`src/rtl/pixcap.sv`:
```
module pixcap #(
  parameter int DW = 14
) (
  input  logic          clk,
  input  logic          rst_n,
  input  logic [1:0]    cfg_width,
  input  logic          cfg_pclk_rise,
  input  logic          cfg_hs_high,
  input  logic          cfg_vs_high,
  input  logic          pclk,
  input  logic          hsync,
  input  logic          vsync,
  input  logic [DW-1:0] pdata,
  input  logic          out_ready,
  output logic          out_valid,
  output logic [31:0]   out_data,
  output logic          frame_start,
  output logic          frame_end,
  output logic          overrun
);
  localparam int WW = 32;

  logic          pclk_q, vs_q;
  logic [1:0]    lane;
  logic [WW-1:0] acc, acc_n;
  logic [DW-1:0] mask;

  wire ev     = cfg_pclk_rise ? (pclk & ~pclk_q) : (~pclk & pclk_q);
  wire hs_on  = (hsync == cfg_hs_high);
  wire vs_on  = (vsync == cfg_vs_high);
  wire narrow = (cfg_width == 2'd0);
  wire take   = ev & ~hs_on & ~vs_on;
  wire last   = narrow ? (lane == 2'd3) : lane[0];
  wire flush  = ev & (hs_on | vs_on) & (lane != 2'd0);
  wire emit   = (take & last) | flush;
  wire [WW-1:0] word = flush ? acc : acc_n;
  wire [DW-1:0] samp = pdata & mask;

  always_comb begin
    case (cfg_width)
      2'd0:    mask = DW'(14'h00FF);
      2'd1:    mask = DW'(14'h03FF);
      2'd2:    mask = DW'(14'h0FFF);
      default: mask = DW'(14'h3FFF);
    endcase
  end

  always_comb begin
    acc_n = acc;
    if (narrow) acc_n[{lane, 3'b000} +: 8] = samp[7:0];
    else        acc_n[{lane[0], 4'b0000} +: 16] = 16'(samp);
  end

  always_ff @(posedge clk) begin
    pclk_q <= pclk;
    if (!rst_n) begin
      vs_q        <= 1'b1;
      lane        <= '0;
      acc         <= '0;
      out_valid   <= 1'b0;
      out_data    <= '0;
      frame_start <= 1'b0;
      frame_end   <= 1'b0;
      overrun     <= 1'b0;
    end else begin
      frame_start <= ev & vs_q & ~vs_on;
      frame_end   <= ev & ~vs_q & vs_on;
      overrun     <= emit & out_valid & ~out_ready;
      if (ev) vs_q <= vs_on;

      if (take) begin
        if (last) begin
          lane <= '0;
          acc  <= '0;
        end else begin
          lane <= lane + 2'd1;
          acc  <= acc_n;
        end
      end else if (ev & (hs_on | vs_on)) begin
        lane <= '0;
        acc  <= '0;
      end

      if (emit & (~out_valid | out_ready)) begin
        out_valid <= 1'b1;
        out_data  <= word;
      end else if (out_ready) begin
        out_valid <= 1'b0;
      end
    end
  end
endmodule

```
`config.mk`:
```
export PLATFORM = sky130hd
export DESIGN_NAME = pixcap
export DESIGN_NICKNAME = d
export VERILOG_FILES = /design/src/rtl/pixcap.sv
export SDC_FILE = /design/constraint.sdc
export NUM_CORES = 1
export LEC_CHECK = 0
export ABC_AREA = 0
export BUFFER_PORTS_ARGS = -buffer_cell sky130_fd_sc_hd__buf_4
export CAP_MARGIN = 30
export CELL_PAD_IN_SITES_DETAIL_PLACEMENT = 1
export CELL_PAD_IN_SITES_GLOBAL_PLACEMENT = 2
export CORE_MARGIN = 5
export CORE_UTILIZATION = 29
export CTS_CLUSTER_SIZE = 10
export DETAILED_ROUTE_END_ITERATION = 12
export PLACE_DENSITY = 0.65
export SLEW_MARGIN = 10
export SYNTH_ARGS = -nofsm -noshare
export SYNTH_HDL_FRONTEND = slang
export SYNTH_SLANG_ARGS = --single-unit
```
`constraint.sdc`:
```
create_clock -name clk -period 2.59 [get_ports clk]
set_input_delay 0.1295 -clock clk [delete_from_list [all_inputs] [get_ports clk]]
set_output_delay 0.1295 -clock clk [all_outputs]
set_load 0.005 [all_outputs]
```
* After elaboration in Yosys (flattened, before gate mapping) *
Index checks and enable logic that the tools add are counted.

operators by class
  add/subtract/negate cells = 3
  eq/ne operators = 5
  shifts and indexed selects = 4
  muxes and demuxes = 15
  bitwise operators = 25
  reductions and logical operators = 4

operator list
  kind                       count
  $mux W32                   5
  $bwmux W32                 2
  $pmux W14 S3               1
  $shift A16 B7 Y32 const A  1
  $shift A8 B7 Y32 const A   1
  $shiftx A16 B7 Y32         1
  $shiftx A8 B7 Y32          1
  $and A1 B1 Y1              14
  $and A14 B14 Y14           1
  $neg A5 Y7                 2
  $not A1 Y1                 7
  $mux W2                    3
  $reduce_bool A2 Y1         3
  $eq A2 B2 Y1 const B       2
  $mux W1                    4
  $or A1 B1 Y1               3
  $add A2 B1 Y2 const B      1
  $eq A1 B1 Y1               2
  $eq A2 B1 Y1 const B       1
  $logic_not A2 Y1           1

storage, ports and cells
  register bits after elaboration = 72
  bits of input ports = 25
  output and inout bits = 36
  logic and storage cells = 65

* Depth between registers and ports, before layout *
Gate-level depths: netlist of run 1.

  depth after elaboration = 9
  gate-level depth with buffers = 8

* Worst setup path after synthesis of run 1 *
Ideal clock, no wire load.

  kind = reg2reg
  start point = reg lane[0]
  end point = reg acc[28]
  data arrival time = 2281 ps
  required time = 2520 ps
  setup slack = 239 ps
  cell stages (with the launch flop) = 8
  path buffers = 1
  clock period less this slack = 2351 ps
  cell sequence = dfxtp_1 clkbuf_1 inv_1 ha_1 nor4b_2 nand3_1 a311o_1 a21oi_1

on the way
  word-level cells in the longest chain between the ends = 6
  elaborated cells between the ends (all ways) = 13
  those cells by class = 2 x add/sub; 1 x eq/ne; 4 x shift; 6 x mux

RTL lines
  what                                              line    RTL
  start: declaration                                24      logic [1:0] lane;
  start signal: assignment                          76      lane <= lane + 2'd1;
  $neg A5 Y7 (on tied branches)                     51, 50
  $shiftx A16 B7 Y32, or another cell as far along  51      else acc_n[{lane[0], 4'b0000} +: 16] = 16'(samp);
  $bwmux W32 (on tied branches)                     51, 50
  $mux W32                                          50      if (narrow) acc_n[{lane, 3'b000} +: 8] = samp[7:0];
  $mux W32 (*)                                      72      if (last) begin
  $mux W32 (*)                                      71      if (take) begin
  end signal: assignment                            77      acc <= acc_n;
  end: declaration                                  25      logic [WW-1:0] acc, acc_n;

Mark *: on every way between the ends. The rest lies on a longest branch, timed or not.
A chain may end at the register's enable or synchronous reset.

* Worst setup path in the final report of run 1 *
  start point = in pclk
  end point = reg out_data[24]

on the way
  word-level cells in the longest chain between the ends = 8
  elaborated cells between the ends (all ways) = 12
  those cells by class = 2 x mux; 10 x bitwise

RTL lines
  what                        line  RTL
  start: declaration          10    input logic pclk,
  $not A1 Y1                  28    wire ev = cfg_pclk_rise ? (pclk & ~pclk_q) : (~pclk & pclk_q);
  $and A1 B1 Y1               28
  $mux W1 (*)                 28
  $and A1 B1 Y1 (2 in a row)  32    wire take = ev & ~hs_on & ~vs_on;
  $and A1 B1 Y1               35    wire emit = (take & last) | flush;
  $or A1 B1 Y1                35
  $and A1 B1 Y1               84    if (emit & (~out_valid | out_ready)) begin
  end signal: assignment      86    out_data <= word;
  end: declaration            16    output logic [31:0] out_data,

Marked as above.

==> results of run 1 <==
cell usage after synthesis, types with 3 or more instances:
master	n	area share (%)
buf_1	4	0.37
o32ai_1	20	4.3
and3_1	9	1.4
nor3_1	23	2.8
clkbuf_1	25	2.3
buf_2	5	0.62
nor3b_1	19	3.5
o21a_1	4	0.74
nand3_1	23	2.8
nand2_1	36	3.3
nor2_1	22	2.0
nand4_1	11	1.7
a311oi_1	6	1.3
ha_1	6	1.9
a21oi_1	33	4.1
and2_1	3	0.46
nand4b_1	8	1.7
o22ai_1	8	1.2
nand2b_1	10	1.5
o211ai_1	21	3.9
dfxtp_1	72	36
inv_1	29	2.7
a211oi_1	10	1.9
buf_6	6	1.7
and4b_1	5	1.2
a32o_1	12	3.0
a31oi_1	4	0.62
or3_1	3	0.46
through the flow:
step,std cells,hold WS [ns]
after CTS,718,0.0944
final,719,0.102
after floorplan,481,0.157
after detailed placement,703,0.269
after global placement,703,0.262
after global routing,719,0.108
kinds of logic after synthesis:
logic type,after synthesis,synth area share (%)
AND/OR/NAND/NOR,187,26.4
AO/OA/AOI/OAI,140,26.9
flip-flops,72,35.5
buffers and inverters,70,7.74
adder cells (fa/ha/maj),6,1.85
XOR/XNOR,4,1.05
multiplexers,2,0.493
layer usage:
metal  vias up  share of wire (%)  global-route usage [%]
met5         -                  0                       0
met4         0                1.6                    5.99
met3        14                4.4                    4.13
met2        90                 45                    29.1
met1      1962                 48                    24.5
li1       1926                  -                       -
state kept, by name (all words and copies together) (netlist names):
name / flops
vs_q: 1
frame_start: 1
acc: 32
out_data: 32
out_valid: 1
lane: 2
pclk_q: 1
frame_end: 1
overrun: 1
worst max path at each step:
stage	slack, ns	to	depth (start not counted)	startpoint
after global routing	0.13	out_data[3]	7	pclk
after CTS	0.12	out_data[18]	5	lane[1]
final	0.23	out_data[24]	7	pclk
after detailed placement	0.15	out_data[18]	5	lane[1]
after global placement	0.29	out_data[3]	5	lane[1]
after floorplan	0.24	acc[28]	7	lane[0]
final cells by class:
type | count | area (µm²) | share of cell area [%]
clock inverter | 1 | 5.00 | 0.101
tap | 180 | 225 | 4.53
sequential | 72 | 1440 | 29.0
clock buffer | 13 | 250 | 5.03
timing repair buffer | 84 | 637 | 12.8
inverter | 30 | 113 | 2.26
multi-input combinational | 339 | 2300 | 46.3
report_power, final:
| part | switching (mW) | internal [mW] |
|---|---|---|
| combinational | 0.231 | 0.117 |
| sequential | 0.00962 | 1.12 |
| clock | 0.457 | 0.663 |
| total | 0.698 | 1.90 |
==> results.sh, run 1 <==
export IMPL_status="finished, final reports clean"
export IMPL_crit_path_start_kind="input port"
export IMPL_grt_overflow=0
export IMPL_drc=0
export IMPL_place_area_um2=4700
export IMPL_vias=3992
export IMPL_synth_ff_type="dfxtp_1"
export IMPL_synth_area_um2=4060
export IMPL_finalPower_mw=2.60
export IMPL_r2r_end="out_data[8]"
export IMPL_post_cts_buffers=0
export IMPL_clk_path_buf_depth=2
export IMPL_min_period_ns=2.36
export IMPL_setup_tns_ns=0
export IMPL_mostFrequentLayoutCell="buf_4"
export IMPL_cp_slowest_cell="a221o_1"
export IMPL_grt_pass1_wl_um=23400
export IMPL_r2r_start="lane[1]"
export IMPL_die_w_um=128
export IMPL_grt_max_degree=35
export IMPL_crit_required_ns=2.77
export IMPL_die_area_um2=16500
export IMPL_final_cell_mix="buf_4 (82), dfxtp_1 (72), nand2_1 (36)"
export IMPL_synth_seq_cells=72
export IMPL_cts_sinks=72
export IMPL_dpl_worst_slack_ns=0.153
export IMPL_drtIter0Drc=278
export IMPL_num_fill_cells=1615
export IMPL_cts_htree_levels=3
export IMPL_worst_pin_slew_ns=0.843
export IMPL_finalClockSkew_ns=0.00860
export IMPL_die_y_um=128
export IMPL_syn_nets=512
export IMPL_yosysWarnings=0
export IMPL_synthArstFlopShare_pct=0
export IMPL_rr_worst_depth=5
export IMPL_setup_slack_ns=0.228
export IMPL_core_rowCount=43
export IMPL_path_delay_family="buffers and inverters"
export IMPL_ant_nets=0
export IMPL_power_density_nw_per_um2=523
export IMPL_hold_viol_final=0
export IMPL_fin_nets=567
export IMPL_hp_class="input port to flip-flop"
export IMPL_maxCapViolations=0
export IMPL_min_path_cells=2
export IMPL_rsz0062_at_grt="no"
export IMPL_netlist_cell_type_count=60
export IMPL_dp_hpwl_um=10200
export IMPL_path_max_fanout=20
export IMPL_fmax_mhz=423
export IMPL_p_leak_nw=1.81
export IMPL_ir_worst_vdd_v=0.000284
export IMPL_grt_antenna_before_repair=0
export IMPL_min_from="rst_n"
export IMPL_critical_path_cell_chain="dlygate4sd3_1, buf_4, or3b_1, a221o_1, buf_4, nor2_1, o32ai_1"
export IMPL_drt_wl_total_um=14700
export IMPL_path_buf_inv=3
export IMPL_setup_viol=0
export IMPL_r2r_slack_ns=0.26
export IMPL_viasPerCell=5.55
export IMPL_path_class="input port to flip-flop"
export IMPL_cts_tree="yes"
export IMPL_synth_avg_cell_area_um2=8.44
export IMPL_place_congestion=0.798
export IMPL_ys_seq_area_share_pct=35.5
export IMPL_min_to="vs_q"
export IMPL_worstSetupEndpointType="flip-flop"
export IMPL_drive_gt1_share_pct=19.9
export IMPL_cts_root_buffer="clkbuf_16"
export IMPL_dr_pass1_iters=4
export IMPL_area_growth_pct=22.6
export IMPL_netlist_instances=481
export IMPL_post_cts_resized=0
export IMPL_design_area_um2=4980
export IMPL_start_util_pct=29.3
export IMPL_io_buffers=60
export IMPL_maxSlewViolCount=0
export IMPL_coreArea_um2=13800
export IMPL_grtUsageTotal_pct=18.3
export IMPL_path_clk_slew_ns=0.05
export IMPL_relSlewSlack_pct=43.3
export IMPL_io_pins=61
export IMPL_worst_skew_pair_late_latency_ns=0.34
export IMPL_path_common_cell="buf_4"
export IMPL_final_util_pct=36.0
export IMPL_synth_edf_count=0
export IMPL_cts_inserted_buffers=9
export IMPL_fin_crit_sh_pct=91.2
export IMPL_n_antenna_cell=0
export IMPL_routedWlPerCell_um=20.4
export IMPL_cp_arrival_ns=2.54
export IMPL_cts_hold_buf=1
export IMPL_grt_pass1_vias=4253
export IMPL_critPathMaxStageDelay_ns=0.62
Power figures use the tool's default switching activity.
==> inputs of run 2 (changes only) <==
--- a/config.mk
+++ b/config.mk
@@ -11,10 +11,10 @@
 export CELL_PAD_IN_SITES_DETAIL_PLACEMENT = 1
 export CELL_PAD_IN_SITES_GLOBAL_PLACEMENT = 2
 export CORE_MARGIN = 5
-export CORE_UTILIZATION = 29
+export CORE_UTILIZATION = 34
 export CTS_CLUSTER_SIZE = 10
 export DETAILED_ROUTE_END_ITERATION = 12
-export PLACE_DENSITY = 0.65
+export PLACE_DENSITY = 0.75
 export SLEW_MARGIN = 10
 export SYNTH_ARGS = -nofsm -noshare
 export SYNTH_HDL_FRONTEND = slang
==> run 2 against run 1 <==
Against the previous run: utilization is 5.7 points higher; design area is 0.55% lower; clock power hardly changed; register-to-register slack hardly changed; sequential cell count stayed put; die area is 14% lower; largest power group is now the clock network; sequential power hardly changed; critical path depth is 1 lower; wire length is 3.6% lower; power is 1.1% higher.
==> results.sh, run 2 (synthesis gave the netlist of run 1 again) <==
export IMPL_min_period_ns=2.36
export IMPL_grt_antenna_before_repair=0
export IMPL_setup_tns_ns=0
export IMPL_clkPwrFrac_pct=43.8
export IMPL_finalClockSkew_ns=0.00554
export IMPL_drive_gt1_share_pct=20.0
export IMPL_grt_pass1_vias=4099
export IMPL_viasPerCell=5.87
export IMPL_min_from="rst_n"
export IMPL_grt_max_degree=26
export IMPL_fin_nets=566
export IMPL_start_util_pct=34.2
export IMPL_cts_htree_levels=3
export IMPL_maxCapViolations=0
export IMPL_status="finished, final reports clean"
export IMPL_routedWlPerCell_um=20.6
export IMPL_die_area_um2=14200
export IMPL_fmax_mhz=424
export IMPL_hold_viol_final=0
export IMPL_clk_path_buf_depth=2
export IMPL_io_pins=61
export IMPL_die_w_um=119
export IMPL_n_antenna_cell=0
export IMPL_cts_root_buffer="clkbuf_16"
export IMPL_mostFrequentLayoutCell="buf_4"
export IMPL_coreArea_um2=11900
export IMPL_rr_worst_depth=5
export IMPL_power_internal_mw=1.91
export IMPL_post_cts_buffers=0
export IMPL_switchingPower_uw=717
export IMPL_worst_pin_slew_ns=0.963
export IMPL_dpl_worst_slack_ns=0.305
export IMPL_min_to="vs_q"
export IMPL_fin_crit_sh_pct=91.1
export IMPL_die_y_um=119
export IMPL_path_max_fanout=18
export IMPL_grt_pass1_wl_um=22800
export IMPL_rsz0062_at_grt="no"
export IMPL_seq_power_share_pct=43.1
export IMPL_io_buffers=60
export IMPL_core_rowCount=40
export IMPL_vias=4032
export IMPL_switching_share_pct=27.3
export IMPL_r2r_end="out_data[1]"
export IMPL_hp_class="input port to flip-flop"
export IMPL_power_share_combinational_pct=13.1
export IMPL_finalPower_mw=2.63
export IMPL_crit_required_ns=2.75
export IMPL_r2r_slack_ns=0.27
export IMPL_cp_arrival_ns=2.52
export IMPL_drc=0
export IMPL_power_density_nw_per_um2=531
export IMPL_path_class="input port to flip-flop"
export IMPL_cts_inserted_buffers=9
export IMPL_relSlewSlack_pct=35.8
export IMPL_grt_overflow=0
export IMPL_drt_wl_total_um=14200
export IMPL_worst_skew_pair_late_latency_ns=0.33
export IMPL_place_area_um2=4670
export IMPL_grtUsageTotal_pct=20.2
export IMPL_place_congestion=0.806
export IMPL_p_leak_nw=1.82
export IMPL_drtIter0Drc=209
export IMPL_setup_slack_ns=0.230
export IMPL_final_cell_mix="buf_4 (81), dfxtp_1 (72), nand2_1 (36)"
export IMPL_worstSetupEndpointType="flip-flop"
export IMPL_setup_viol=0
export IMPL_maxSlewViolCount=0
export IMPL_ant_nets=0
export IMPL_dp_hpwl_um=9850
export IMPL_r2r_start="lane[1]"
export IMPL_path_clk_slew_ns=0.06
export IMPL_dr_pass1_iters=4
export IMPL_area_growth_pct=22.0
export IMPL_min_path_cells=2
export IMPL_cts_sinks=72
export IMPL_design_area_um2=4950
export IMPL_crit_path_start_kind="input port"
export IMPL_num_fill_cells=1423
export IMPL_ir_worst_vdd_v=0.000208
export IMPL_timing_hold_ws_ns=0.104
export IMPL_reg_top3="acc: 32 flops, out_data: 32 flops, lane: 2 flops"
export IMPL_cts_tree="yes"
run 2: changes by cell type in the layout (fill, tap and decap cells not counted), sizes merged:
| cell | before | now |
|---|---|---|
| buf | 83 | 82 |
| clkinv | 2 | 3 |
| clkinvlp | 0 | 1 |
run 2: final cells by class:
cell class	instances	area, µm²	share of cell area, %
inverter	30	113	2.28
multi-input combinational	339	2300	46.6
clock buffer	13	250	5.06
clock inverter	3	17.5	0.354
sequential	72	1440	29.1
timing repair buffer	83	638	12.9
tap	147	184	3.72
run 2: what timing repair did:
item                                   CTS  global route
hold buffers                             1             0
gates resized for setup                  0             0
endpoints found under the hold margin    1             0
run 2: per-layer routing:
| layer | global-route usage [%] | part of all wire, % | vias up |
|---|---|---|---|
| met5 | 0 | 0 | - |
| met3 | 3.32 | 4.8 | 17 |
| met4 | 7.31 | 1.8 | 0 |
| met1 | 28.5 | 48 | 2000 |
| li1 | - | - | 1923 |
| met2 | 30.9 | 46 | 92 |
run 2: metrics by stage:
| step | utilization (%) | std cells |
|---|---|---|
| final | 41.7 | 687 |
| after global routing | 41.7 | 687 |
| after CTS | 41.7 | 687 |
| after detailed placement | 39.4 | 670 |
| after global placement | 39.4 | 670 |
| after floorplan | - | 481 |
run 2: power groups by stage:
stage               sequential, mW  clock (mW)  combinational, mW
floorplan                     1.16           0              0.203
detailed placement            1.16           0              0.340
CTS                           1.13        1.18              0.343
global placement              1.16           0              0.337
finish                        1.13        1.15              0.344
global route                  1.13        1.23              0.372
run 2: worst max-delay path, cell delays in order:
cell and delay, ns:
dlygate4sd3_1 0.54, buf_4 0.15, nor3b_1 0.33, o21ai_0 0.29, o31ai_4 0.83, o32ai_1 0.24
run 2: worst max path at each step:
stage / slack, ns / depth (start not counted) / end / from
after global routing: 0.09 / 6 / out_data[20] / pclk
final: 0.23 / 6 / out_data[1] / pclk
after CTS: 0.24 / 6 / out_data[1] / pclk
after floorplan: 0.24 / 7 / acc[28] / lane[0]
after detailed placement: 0.30 / 5 / out_data[30] / lane[1]
after global placement: 0.41 / 5 / out_data[2] / cfg_hs_high
